[src/rtl/cmp_timer8_pkg.sv]
package cmp_timer8_pkg;

   localparam int ADDR_CNT  = 0;
   localparam int ADDR_CMPA = 1;
   localparam int ADDR_CMPB = 2;
   localparam int ADDR_STAT = 3;
   localparam int ADDR_IEN  = 4;

   // status bit positions (software-visible layout)
   localparam int STAT_FLAG_A   = 6;
   localparam int STAT_FLAG_WRP = 5;
   localparam int STAT_ONE      = 4;

   typedef enum logic [1:0] {
      ACT_KEEP = 2'b00,
      ACT_LOW  = 2'b01,
      ACT_HIGH = 2'b10,
      ACT_FLIP = 2'b11
   } pin_act_e;

   // merge the actions of both channels for one cycle
   function automatic pin_act_e merge_act(input logic hit_a, input logic hit_b,
                                          input pin_act_e act_a, input pin_act_e act_b);
      pin_act_e r;
      r = ACT_KEEP;
      if (hit_a && hit_b) begin
         if (act_a == ACT_FLIP || act_b == ACT_FLIP) r = ACT_FLIP;
         else if (act_b != ACT_KEEP)                 r = act_b;
         else                                        r = act_a;
      end else if (hit_b) begin
         r = act_b;
      end else if (hit_a) begin
         r = act_a;
      end
      return r;
   endfunction

endpackage

[src/rtl/cmp_timer8_count.sv]
module cmp_timer8_count #(
   parameter int W = 8
) (
   input  logic         clk,
   input  logic         rst_n,
   input  logic         en,
   input  logic         ld,
   input  logic [W-1:0] ld_val,
   output logic [W-1:0] cnt_q,
   output logic         wrap
);
   localparam logic [W-1:0] ONE = W'(1);

   assign wrap = en && (&cnt_q);

   always_ff @(posedge clk or negedge rst_n) begin
      if (!rst_n)  cnt_q <= '0;
      else if (ld) cnt_q <= ld_val;
      else if (en) cnt_q <= cnt_q + ONE;
   end
endmodule

[src/rtl/cmp_timer8_match.sv]
module cmp_timer8_match #(
   parameter int W   = 8,
   parameter int NCH = 2
) (
   input  logic                    en,
   input  logic [W-1:0]            cnt,
   input  logic [NCH-1:0][W-1:0]   cmp_vals,
   output logic [NCH-1:0]          hit
);
   for (genvar i = 0; i < NCH; i++) begin : g_ch
      assign hit[i] = en && (cnt == cmp_vals[i]);
   end
endmodule

[src/rtl/cmp_timer8_flag.sv]
module cmp_timer8_flag (
   input  logic clk,
   input  logic rst_n,
   input  logic hw_set,
   input  logic rd_stat,
   input  logic wr_stat,
   input  logic wr_bit,
   output logic flag_q
);
   logic arm_q;
   logic flag_d;

   always_comb begin
      flag_d = flag_q;
      if (hw_set)                          flag_d = 1'b1;
      else if (wr_stat && !wr_bit && arm_q) flag_d = 1'b0;
   end

   always_ff @(posedge clk or negedge rst_n) begin
      if (!rst_n) begin
         flag_q <= 1'b0;
         arm_q  <= 1'b0;
      end else begin
         flag_q <= flag_d;
         if (!flag_d)                arm_q <= 1'b0;
         else if (rd_stat && flag_q) arm_q <= 1'b1;
      end
   end
endmodule

[src/rtl/cmp_timer8_outctl.sv]
module cmp_timer8_outctl
   import cmp_timer8_pkg::*;
(
   input  logic       clk,
   input  logic       rst_n,
   input  logic       hit_a,
   input  logic       hit_b,
   input  logic [3:0] osel,
   output logic       pin
);
   pin_act_e act;
   logic     lvl_q;

   always_comb act = merge_act(hit_a, hit_b, pin_act_e'(osel[1:0]), pin_act_e'(osel[3:2]));

   always_ff @(posedge clk or negedge rst_n) begin
      if (!rst_n) lvl_q <= 1'b0;
      else begin
         unique case (act)
            ACT_LOW:  lvl_q <= 1'b0;
            ACT_HIGH: lvl_q <= 1'b1;
            ACT_FLIP: lvl_q <= ~lvl_q;
            default:  lvl_q <= lvl_q;
         endcase
      end
   end

   assign pin = (|osel) ? lvl_q : 1'b0;
endmodule

[src/rtl/cmp_timer8.sv]
module cmp_timer8
   import cmp_timer8_pkg::*;
#(
   parameter int             W       = 8,
   parameter int             AW      = 3,
   parameter logic [W-1:0]   CMP_RST = '1
) (
   input  logic          clk,
   input  logic          rst_n,
   input  logic          cnt_en,
   input  logic [AW-1:0] bus_addr,
   input  logic          bus_wr,
   input  logic          bus_rd,
   input  logic [W-1:0]  bus_wdata,
   output logic [W-1:0]  bus_rdata,
   output logic          tmr_out,
   output logic          irq_cmp_a,
   output logic          irq_wrap
);
   localparam int NCH = 2;
   localparam int NFL = 2;

   if (W < 8 || W > 16) begin : g_bad_w
      $error("cmp_timer8: W must be 8..16");
   end
   if (AW < 3) begin : g_bad_aw
      $error("cmp_timer8: AW must be at least 3");
   end

   logic                  wr_cnt, wr_stat, rd_stat;
   logic [NCH-1:0]        wr_cmp;
   logic [NCH-1:0][W-1:0] cmp_q;
   logic [3:0]            osel_q;
   logic [1:0]            ien_q;
   logic [W-1:0]          cnt_q;
   logic                  wrap;
   logic [NCH-1:0]        hit;
   logic [NFL-1:0]        fl_set, fl_wbit, fl_q;

   assign wr_cnt    = bus_wr && (bus_addr == AW'(ADDR_CNT));
   assign wr_stat   = bus_wr && (bus_addr == AW'(ADDR_STAT));
   assign rd_stat   = bus_rd && (bus_addr == AW'(ADDR_STAT));
   assign wr_cmp[0] = bus_wr && (bus_addr == AW'(ADDR_CMPA));
   assign wr_cmp[1] = bus_wr && (bus_addr == AW'(ADDR_CMPB));

   for (genvar c = 0; c < NCH; c++) begin : g_cmp
      always_ff @(posedge clk or negedge rst_n) begin
         if (!rst_n)        cmp_q[c] <= CMP_RST;
         else if (wr_cmp[c]) cmp_q[c] <= bus_wdata;
      end
   end

   always_ff @(posedge clk or negedge rst_n) begin
      if (!rst_n) begin
         osel_q <= '0;
         ien_q  <= '0;
      end else begin
         if (wr_stat) osel_q <= bus_wdata[3:0];
         if (bus_wr && bus_addr == AW'(ADDR_IEN)) ien_q <= bus_wdata[1:0];
      end
   end

   cmp_timer8_count #(.W(W)) u_count (
      .clk(clk), .rst_n(rst_n), .en(cnt_en), .ld(wr_cnt),
      .ld_val(bus_wdata), .cnt_q(cnt_q), .wrap(wrap)
   );

   cmp_timer8_match #(.W(W), .NCH(NCH)) u_match (
      .en(cnt_en), .cnt(cnt_q), .cmp_vals(cmp_q), .hit(hit)
   );

   // flag 0: match A, flag 1: wrap
   assign fl_set  = {wrap, hit[0]};
   assign fl_wbit = {bus_wdata[STAT_FLAG_WRP], bus_wdata[STAT_FLAG_A]};

   for (genvar f = 0; f < NFL; f++) begin : g_flag
      cmp_timer8_flag u_flag (
         .clk(clk), .rst_n(rst_n), .hw_set(fl_set[f]), .rd_stat(rd_stat),
         .wr_stat(wr_stat), .wr_bit(fl_wbit[f]), .flag_q(fl_q[f])
      );
   end

   cmp_timer8_outctl u_out (
      .clk(clk), .rst_n(rst_n), .hit_a(hit[0]), .hit_b(hit[1]),
      .osel(osel_q), .pin(tmr_out)
   );

   always_comb begin
      bus_rdata = '0;
      case (bus_addr)
         AW'(ADDR_CNT):  bus_rdata = cnt_q;
         AW'(ADDR_CMPA): bus_rdata = cmp_q[0];
         AW'(ADDR_CMPB): bus_rdata = cmp_q[1];
         AW'(ADDR_STAT): begin
            bus_rdata[STAT_FLAG_A]   = fl_q[0];
            bus_rdata[STAT_FLAG_WRP] = fl_q[1];
            bus_rdata[STAT_ONE]      = 1'b1;
            bus_rdata[3:0]           = osel_q;
         end
         AW'(ADDR_IEN):  bus_rdata[1:0] = ien_q;
         default:        bus_rdata = '0;
      endcase
   end

   assign irq_cmp_a = fl_q[0] & ien_q[0];
   assign irq_wrap  = fl_q[1] & ien_q[1];
endmodule

[config.mk]
export PLATFORM = sky130hd
export DESIGN_NAME = cmp_timer8
export DESIGN_NICKNAME = d
export VERILOG_FILES = /design/src/rtl/cmp_timer8_pkg.sv /design/src/rtl/cmp_timer8_count.sv /design/src/rtl/cmp_timer8_match.sv /design/src/rtl/cmp_timer8_flag.sv /design/src/rtl/cmp_timer8_outctl.sv /design/src/rtl/cmp_timer8.sv
export SDC_FILE = /design/constraint.sdc
export NUM_CORES = 1
export LEC_CHECK = 0
export ABC_AREA = 1
export ABC_CLOCK_PERIOD_IN_PS = 1800
export CAP_MARGIN = 20
export CELL_PAD_IN_SITES_DETAIL_PLACEMENT = 1
export CELL_PAD_IN_SITES_GLOBAL_PLACEMENT = 1
export CORE_MARGIN = 1.5
export CORE_UTILIZATION = 40
export CTS_CLUSTER_DIAMETER = 200
export DETAILED_ROUTE_END_ITERATION = 8
export GPL_TIMING_DRIVEN = 0
export PLACE_DENSITY = 0.87
export SLEW_MARGIN = 20
export SYNTH_ARGS = -nofsm -noshare
export SYNTH_HDL_FRONTEND = slang
export SYNTH_SLANG_ARGS = --single-unit
[constraint.sdc]
create_clock -name clk -period 1.8 [get_ports clk]
set_input_delay 0.36 -clock clk [delete_from_list [all_inputs] [get_ports clk]]
set_output_delay 0.36 -clock clk [all_outputs]
set_load 0.005 [all_outputs]
==> results.json, run 1 <==
{
  "run_status": "completed",
  "crit_slowest_cell": "dlygate4sd2_1",
  "p_leak_nw": 1.37,
  "holdWs_ns": 0.480,
  "setup_violations": 0,
  "syn-cell-area_mm2": 0.00217,
  "clockBufferDepth": 2,
  "cts_htree_levels": 2,
  "slew_violations": 0,
  "numCtsBuffers": 5,
  "yosysWarnings": 0,
  "postSynthCellCount": 293,
  "synthToLayoutAreaGrowth_pct": 27.8,
  "n_fill_cell": 655,
  "clkSinkCount": 35,
  "io_buffers": 26,
  "cts_root_buf": "clkbuf_8",
  "grt_max_degree": 23,
  "place.gp.congestion": 0.875,
  "clk_pin_slew_ns": 0.07,
  "die_area_mm2": 0.00587,
  "synthFlopType": "dfrtp_1",
  "io_pins": 27,
  "synth_top_area_share_pct": 21.9,
  "start_util_pct": 41.9,
  "dr.pass1.iters": 4,
  "grt_pass1_wl_um": 12200,
  "vias_per_cell": 5.37,
  "hpwlAfterDp_um": 5040,
  "antenna_found_initial": 0,
  "drive_above_1_share_pct": 24.9,
  "holdCritPathClass": "flop to flop",
  "async_reset_ff_share_pct": 100,
  "rows": 26,
  "power_w": 0.00293,
  "synthTopCellsByArea": "dfrtp_1 22%, dfstp_2 19%, nand2_1 15%",
  "wl_met3_um": 308,
  "gr-total-overflow": 0,
  "synth_fp_nets": 310,
  "critical_path_class": "input pin to output port",
  "drt-total-wl_um": 7160,
  "arrival_ns": 1.40,
  "finalCriticalPeriod_ns": 1.76,
  "yosysMostFrequentCell": "nand2_1",
  "ys_types": 33,
  "nNetsFinal": 358,
  "rsz0062_at_grt": "yes",
  "dr.first_iter.drc_count": 112,
  "slew_headroom_pct": 73.9,
  "skew_ns": 0.00422,
  "drtAntennaViolNets": 0,
  "register_area_um2": 896,
  "synth.largest_area_cell": "dfrtp_1",
  "end_kind": "output port",
  "finalHoldViolCount": 0,
  "critPathMostFrequentCell": "buf_4",
  "drcViolationCount": 0,
  "via_count": 2211,
  "maxCapViolCount": 0,
  "design.core.area_mm2": 0.00517,
  "m1WireLength_um": 3070,
  "p_per_area_mw_per_mm2": 1060,
  "avgSynthCellArea_um2": 7.40,
  "totalNegativeSetupSlack_ns": 0,
  "cp_data_required_time_ns": 1.44,
  "wl_per_cell_um": 17.4,
  "grt_usage_pct": 26.9,
  "antennaDiodeCount": 0,
  "insertion_delay_ns": 0.29,
  "vdd_drop_max_mv": 0.548,
  "fin_crit_sh_pct": 97.8,
  "multi_input_area_mm2": 0.00113,
  "critPathMaxStageDelay_ns": 0.27,
  "die_x_um": 76.6,
  "crit_chain": "buf_4 > inv_2 > nand3_2 > inv_4 > buf_4 > a21oi_2 > o221ai_2 > dlygate4sd2_1",
  "tightestPinTransition_ns": 0.391,
  "synth_edf_count": 0,
  "startpoint_type": "input pin",
  "die_h_um": 76.6,
  "worstPathMaxFanout": 5,
  "wl_met2_um": 3630,
  "synthTopCellsByCount": "89 x nand2_1, 37 x inv_1, 24 x o21ai_0",
  "cts_tree": "yes",
  "yosysSeqAreaShare_pct": 41.3,
  "max_freq_ghz": 0.568,
  "dr.max_layer_used": "met4",
  "grt_pass1_vias": 2344,
  "ys_ff_latch": 35
}
[sequential cells by signal (all words and copies together), names as in the netlist]
| register | flops |
|---|---|
| cmp_q | 16 |
| u_count.cnt_q | 8 |
| osel_q | 4 |
| g_flag.u_flag.arm_q | 2 |
| g_flag.u_flag.flag_q | 2 |
| ien_q | 2 |
| u_out.lvl_q | 1 |
[critical path, delay by kind of cell]
kind / cells / cell delay [ns]
buf+inv: 5 / 0.70
compound gates: 2 / 0.25
simple gates: 1 / 0.09
[through the flow]
| stage | cells | area, µm² | utilization (%) | worst slack [ns] |
|---|---|---|---|---|
| after global routing | 412 | 2770 | 53.6 | -0.00303 |
| after detailed placement | 390 | 2540 | 49.1 | -0.888 |
| after global placement | 389 | 2520 | 48.6 | -0.774 |
| final | 412 | 2770 | 53.6 | 0.0401 |
| after floorplan | 293 | 2170 | - | 0.486 |
| after CTS | 411 | 2740 | 53.0 | 0.00614 |
[layer usage]
| layer | global-route usage [%] | up-vias |
|---|---|---|
| met5 | 0 | - |
| met4 | 8.33 | 0 |
| met3 | 4.19 | 12 |
| met2 | 47.1 | 62 |
| met1 | 34.0 | 1086 |
| li1 | - | 1051 |
[logic make-up (layout without fill, tap and decap cells)]
family                   count (synthesis)  in the layout  synth area share (%)
AND/OR/NAND/NOR                        138            138                  28.2
XOR/XNOR                                 8              8                  3.23
adder cells (fa/ha/maj)                  1              1                 0.577
AO/OA/AOI/OAI                           60             60                  17.2
buffers and inverters                   51            100                  9.46
flip-flops                              35             35                  41.3
[worst paths after layout]
kind                                          endpoint             start  slack (ns)  cells after the start
worst max-delay path                      bus_rdata[4]       bus_addr[0]        0.04                      8
worst min-delay path                       u_out.lvl_q       u_out.lvl_q        0.48                      2
worst max register to register  g_flag[1].u_flag.arm_q  u_count.cnt_q[0]        0.21                      7
worst min register to register             u_out.lvl_q       u_out.lvl_q        0.48                      2
max in group asynchronous                    cmp_q[11]             rst_n        0.76                      3
min in group asynchronous             u_count.cnt_q[2]             rst_n        0.52                      2
[cell type report]
cell class | count | area share (%)
Buffer | 4 | 1.04
Clock buffer | 7 | 2.75
Clock inverter | 1 | 0.181
Inverter | 47 | 6.46
Multi-Input combinational cell | 207 | 40.8
Sequential cell | 35 | 32.3
Tap cell | 70 | 3.16
Timing Repair Buffer | 41 | 13.3
[report_power, final]
group	leakage, nW	total (W)	internal (W)	switching (W)
combinational	0.920	0.00113	0.000436	0.000693
clock	0.0422	0.000571	0.000272	0.000299
sequential	0.409	0.00123	0.00102	0.000213
[placed cells by master (no fill, tap or decap), drive strengths merged]
cell           Yosys  routed
clkdlybuf4s50      0      12
dlymetal6s2s       0       1
dfstp             16      16
nand3             17      17
nand3b             1       1
clkinv             0       1
xnor2              2       2
dfrtp             19      19
dlygate4sd3        0       1
a221oi             1       1
xor2               6       6
a22oi              4       4
o21a               1       1
a32o               1       1
nor3               3       3
o221ai            10      10
dlygate4sd2        0       3
a41oi              1       1
buf                4      23
clkdlybuf4s15      0       4
nand4              1       1
nor2              16      16
o21ai             35      35
and3               2       2
clkbuf             0       8
ha                 1       1
inv               47      47
a21oi              6       6
o211ai             1       1
nand2             98      98
[what timing repair did]
| action | CTS | global route |
|---|---|---|
| endpoints found under the setup margin | 9 | 9 |
| pin swaps | 6 | 2 |
| buffers inserted | 12 | 1 |
| endpoints found under the hold margin | 4 | 0 |
| cloned | 0 | 0 |
| resized for setup | 41 | 11 |
| hold buffers | 1 | 0 |
No activity file was read; power rests on OpenSTA's default activity.
==> run 2: changes to the inputs <==
CORE_UTILIZATION = 41   (was 40)
PLACE_DENSITY = 0.88   (was 0.87)
REMOVE_ABC_BUFFERS = 1   (was unset)
SYNTH_HIERARCHICAL = 1   (was unset)
==> run 2 against run 1 <==
Against the previous run: total power up 2.3%; clock-buffer cell count is 2 lower; cell count up 14%; critical endpoint is now u_out/lvl_q.
==> results.json, run 2 <==
{
  "slew_violations": 0,
  "clk_pin_slew_ns": 0.08,
  "largest-register": "cmp_q",
  "worstPathMaxFanout": 3,
  "setup_slack_ns": 0.0851,
  "critical_path_class": "flop to flop",
  "nNetsFinal": 415,
  "drive_above_1_share_pct": 29.3,
  "wl_per_cell_um": 17.6,
  "p_leak_nw": 1.58,
  "hpwlAfterDp_um": 5670,
  "p_per_area_mw_per_mm2": 968,
  "io_pins": 27,
  "startpoint_type": "flop",
  "largest_reg_flops": 16,
  "die_x_um": 80.3,
  "die_h_um": 80.3,
  "dr.first_iter.drc_count": 133,
  "critPathMostFrequentCell": "nand2_1",
  "layout_commonest_cell": "nand2_1",
  "synthTopCellsByCount": "99 x nand2_1, 57 x inv_1, 37 x nor2_1",
  "vias_per_cell": 5.25,
  "place.gp.congestion": 0.848,
  "holdCritPathClass": "input pin to asynchronous set/reset pin",
  "synth_top_area_share_pct": 19.4,
  "async_reset_ff_share_pct": 100,
  "gr-usage-met1_pct": 31.0,
  "end_kind": "flop",
  "via_count": 2471,
  "cts_root_buf": "clkbuf_8",
  "yosysWarnings": 6,
  "crit_slowest_cell": "dfstp_2",
  "antennaDiodeCount": 0,
  "drtAntennaViolNets": 0,
  "run_status": "completed",
  "vdd_drop_max_mv": 0.619,
  "critPathMaxStageDelay_ns": 0.54,
  "yosysMostFrequentCell": "nand2_1",
  "p_sw_share_pct": 41.0,
  "fin_crit_sh_pct": 95.3,
  "pwr-share-clk_pct": 19.5,
  "dr.pass1.iters": 4,
  "grt_util_met2_pct": 48.1,
  "cp_data_required_time_ns": 1.99,
  "synthToLayoutAreaGrowth_pct": 26.5,
  "synthFlopType": "dfrtp_1",
  "p_comb_share_pct": 37.7,
  "cts_htree_levels": 2,
  "final_cell_mix": "98 x nand2_1, 57 x inv_1, 31 x nor2_1, 22 x nand3_1, 21 x buf_4",
  "io_buffers": 26,
  "ctsHoldBuffers": 0,
  "rows": 27,
  "synth_edf_count": 0,
  "drcViolationCount": 0,
  "finalHoldViolCount": 0,
  "grt_pass1_wl_um": 12900,
  "arrival_ns": 1.90,
  "avgSynthCellArea_um2": 7.06,
  "holdWs_ns": 0.00469,
  "antenna_found_initial": 0,
  "grt_pass1_vias": 2643,
  "design.core.area_mm2": 0.00564,
  "synth.largest_area_cell": "dfrtp_1",
  "insertion_delay_ns": 0.29,
  "seqPwrFrac_pct": 42.8,
  "grt_max_degree": 22,
  "ys_types": 34,
  "cts_tree": "yes",
  "maxCapViolCount": 0,
  "syn-cell-area_mm2": 0.00245,
  "grt_usage_pct": 26.7,
  "start_util_pct": 43.4,
  "ys_ff_latch": 35,
  "detailedPlace.worstSlack_ns": -0.977,
  "drt-total-wl_um": 8290,
  "max_freq_ghz": 0.583,
  "tightestPinTransition_ns": 0.447,
  "die_area_mm2": 0.00644,
  "finalCriticalPeriod_ns": 1.71,
  "yosysSeqAreaShare_pct": 36.6,
  "gr-total-overflow": 0,
  "top_regs": "cmp_q x16, u_count/cnt_q x8, osel_q x4",
  "postSynthCellCount": 347,
  "use_met3_pct": 4.77,
  "clkSinkCount": 35,
  "netSwitchingPower_w": 0.00123,
  "setup_violations": 0,
  "crit_chain": "buf_4 > inv_1 > nand2_1 > nand2_1 > nor2_2 > nand3_2 > nor2_2 > nand2_1 > nand2_1 > nor2_1 > a21oi_1 > nand2_1",
  "p_int_w": 0.00177,
  "top_usage_layer": "met2",
  "clockBufferDepth": 2,
  "synthTopCellsByArea": "dfrtp_1 19%, dfstp_2 17%, nand2_1 15%",
  "skew_ns": 0.00620,
  "numCtsBuffers": 5,
  "slew_headroom_pct": 70.2
}
## run 2: cell types whose count changed after synthesis, moves of 10 or more
cell      before  now
inv_1         37   57
nand2_1       89   99
o221ai_1      10    0
nor2_1        12   37
o21ai_2        2   13
o21ai_0       24   13
## run 2: final timing paths
check / from / to / slack (ns) / depth (start not counted)
worst max-delay path: cmp_q[8] / u_out/lvl_q / 0.09 / 12
worst min-delay path: rst_n / osel_q[3] / 0.005 / 1
worst max register to register: cmp_q[8] / u_out/lvl_q / 0.09 / 12
worst min register to register: cmp_q[6] / cmp_q[6] / 0.50 / 2
max in group asynchronous: rst_n / cmp_q[2] / 1.26 / 2
min in group clk: bus_addr[2] / ien_q[1] / 0.46 / 3
## run 2: metrics by stage
stage               setup TNS (ns)  util (%)  cell area [µm²]  power [W]  cells
floorplan                    -3.99         -             2400    0.00182    342
global placement            -35.16      48.8             2750    0.00214    440
detailed placement          -16.19      49.5             2790    0.00223    443
CTS                         -0.433      53.5             3020    0.00288    466
global route              -0.00929      54.9             3100    0.00319    471
finish                           0      54.9             3100    0.00300    471
## run 2: power groups by stage
stage	logic, W	registers, W	clock network (W)
finish	0.00113	0.00128	0.000585
global route	0.00125	0.00131	0.000634
CTS	0.00101	0.00128	0.000594
detailed placement	0.000920	0.00131	0
global placement	0.000853	0.00128	0
floorplan	0.000614	0.00121	0
## run 2: cells by family (layout without fill, tap and decap cells)
group	Yosys count	in the layout	share of synthesized area [%]
DFF	35	35	36.6
and+or+nand+nor	187	187	36.1
adders and majority gates	1	1	0.511
AOI/OAI and AO/OA	46	46	12.5
buffers and inverters	73	125	12.5
xor gates and xnor gates	5	5	1.79
## run 2: what timing repair did
item                                    4_1_cts  5_1_grt
gates resized for setup                      36       26
endpoints found under the setup margin       18       17
pin swaps                                     4        5
buffers inserted                             15        5
endpoints found under the hold margin         0        0
## run 2: worst max-delay path, delay by kind of cell (launching register included)
kind	cells	cell delay, ns
buffers and inverters	2	0.14
AOI/OAI and AO/OA	1	0.11
DFF	1	0.54
and+or+nand+nor	9	0.80
## run 2: final cells by class
cell class / count / area (µm²)
repair buffers: 49 / 458
well taps: 72 / 90.1
clock buffers: 5 / 68.8
fillers: 735 / 2540
multi-input cells: 239 / 1290
clock inverters: 3 / 20.0
inverters: 68 / 265
flip-flops and latches: 35 / 905
## run 2: per-layer routing
layer,up-vias,wire length (µm)
met2,67,4310
met5,-,0
met4,0,269
met3,25,295
li1,1174,-
met1,1205,3420
==> run 3: changes to the inputs <==
GPL_TIMING_DRIVEN = unset   (was 0)
SLEW_MARGIN = unset   (was 20)
==> run 3 against run 2 <==
Against the previous run: the flow now finishes with violations (negative setup slack); sequential share of layout area is 3.5 points lower; non-clock buffer count is 38 higher; cell count is 8.1% higher; clock skew increased by 0.0085 ns; final area grew 13%; critical path type is now input pin to output port; critical endpoint is now bus_rdata[4].
==> results.json, run 3 (same netlist as run 2, synthesis figures left out) <==
{
  "cp_data_required_time_ns": 1.44,
  "holdCritPathClass": "input pin to asynchronous set/reset pin",
  "skew_ns": 0.0147,
  "clkSinkCount": 35,
  "violations": "negative setup slack",
  "end_kind": "output port",
  "slew_violations": 0,
  "cts_root_buf": "clkbuf_8",
  "register_area_um2": 898,
  "crit_slowest_cell": "dlygate4sd2_1",
  "hpwlAfterDp_um": 5990,
  "design.core.area_mm2": 0.00564,
  "nNetsFinal": 453,
  "fin_crit_sh_pct": 101,
  "die_x_um": 80.3,
  "top_regs": "cmp_q x16, u_count/cnt_q x8, osel_q x4",
  "critical_path_class": "input pin to output port",
  "cts_tree": "yes",
  "final_cell_mix": "95 x nand2_1, 55 x inv_1, 46 x buf_4, 25 x nor2_1, 20 x nand3_1",
  "largest-register": "cmp_q",
  "synthToLayoutAreaGrowth_pct": 42.5,
  "arrival_ns": 1.47,
  "multi_input_area_mm2": 0.00138,
  "setup_slack_ns": -0.0253,
  "die_h_um": 80.3,
  "largest_reg_flops": 16,
  "finalHoldViolCount": 0,
  "vdd_drop_max_mv": 0.558,
  "dr.first_iter.drc_count": 167,
  "grt_pass1_vias": 2963,
  "p_per_area_mw_per_mm2": 970,
  "vias_per_cell": 5.62,
  "utilization_pct": 61.9,
  "netSwitchingPower_w": 0.00143,
  "slew_headroom_pct": 68.2,
  "io_buffers": 26,
  "antennaDiodeCount": 0,
  "worstPathMaxFanout": 4,
  "maxCapViolCount": 0,
  "dr.pass1.iters": 4,
  "power_w": 0.00338,
  "antenna_found_initial": 0,
  "drcViolationCount": 0,
  "grt_pass1_wl_um": 15700,
  "rows": 27,
  "via_count": 2862,
  "gr-total-overflow": 0,
  "seqPwrFrac_pct": 36.8,
  "tightestPinTransition_ns": 0.477,
  "drtAntennaViolNets": 0,
  "place.gp.congestion": 0.882,
  "start_util_pct": 43.4,
  "holdWs_ns": 0.478,
  "finalCriticalPeriod_ns": 1.83,
  "run_status": "finished, violations left",
  "p_sw_share_pct": 42.3,
  "reg2reg_setup_slack_ns": 0.08,
  "setup_violations": 1,
  "io_pins": 27,
  "drt-total-wl_um": 11500,
  "grt_max_degree": 36,
  "numCtsBuffers": 5,
  "p_leak_nw": 1.76,
  "clk_pin_slew_ns": 0.08,
  "layout_commonest_cell": "nand2_1",
  "die_area_mm2": 0.00644,
  "cts_htree_levels": 2,
  "design_area_mm2": 0.00349,
  "critPathMaxStageDelay_ns": 0.28,
  "crit_chain": "buf_2 > buf_12 > buf_4 > nor3_4 > nand2_1 > nand3_1 > dlygate4sd2_1",
  "place_area_mm2": 0.00302,
  "n_fill_cell": 714,
  "pwr-share-clk_pct": 19.9,
  "drive_above_1_share_pct": 39.1,
  "p_comb_share_pct": 43.3,
  "wl_per_cell_um": 22.6,
  "reg2reg_depth": 11,
  "p_int_w": 0.00195,
  "clockBufferDepth": 2,
  "max_freq_ghz": 0.548,
  "grt_usage_pct": 33.3,
  "insertion_delay_ns": 0.30,
  "startpoint_type": "input pin"
}
## run 3: power by group through the flow
| stage | clock network, W | logic (W) | registers [W] |
|---|---|---|---|
| after CTS | 0.000661 | 0.00115 | 0.00122 |
| after global routing | 0.000716 | 0.00155 | 0.00126 |
| after floorplan | 0 | 0.000614 | 0.00121 |
| final | 0.000674 | 0.00147 | 0.00124 |
| after global placement | 0 | 0.00104 | 0.00122 |
| after detailed placement | 0 | 0.00109 | 0.00123 |
## run 3: through the flow
stage | worst slack (ns) | std cells | setup TNS [ns]
2_1_floorplan | -0.526 | 342 | -3.99
3_3_place_gp | -0.575 | 469 | -6.39
3_5_place_dp | -0.698 | 469 | -7.78
4_1_cts | -0.000293 | 495 | -0.000293
5_1_grt | -0.0653 | 509 | -0.108
6_report | -0.0253 | 509 | -0.0253
## run 3: worst paths after layout
path                           endpoint        start
setup / recovery           bus_rdata[4]  bus_addr[0]
setup reg to reg            u_out/lvl_q     cmp_q[9]
min in group clk              cmp_q[14]    cmp_q[14]
hold reg to reg               cmp_q[14]    cmp_q[14]
max in group asynchronous     cmp_q[14]        rst_n
hold / removal                osel_q[3]        rst_n
## run 3: cell type report
class	instances	share of cell area, %
tap	72	2.58
sequential	35	25.7
timing repair buffer	87	21.8
inverter	68	7.46
clock buffer	8	2.87
multi-input combinational	239	39.5
## run 3: worst max-delay path, delay by kind of cell
kind	cells	cell delay, ns
buffers and inverters	4	0.72
AND/OR/NAND/NOR	3	0.39
## run 3: timing repair
action | 4_1_cts | 5_1_grt
pin swaps | 9 | 15
hold buffers | 0 | 0
resized for setup | 64 | 31
setup buffers | 18 | 14
endpoints found under the setup margin | 9 | 13
## run 3: metal layers
layer | up-vias | track usage [%] | routed length [µm]
li1 | 1251 | - | -
met1 | 1410 | 37.6 | 4500
met2 | 145 | 58.4 | 5720
met3 | 56 | 6.59 | 680
met4 | 0 | 18.3 | 602
met5 | - | 0 | 0
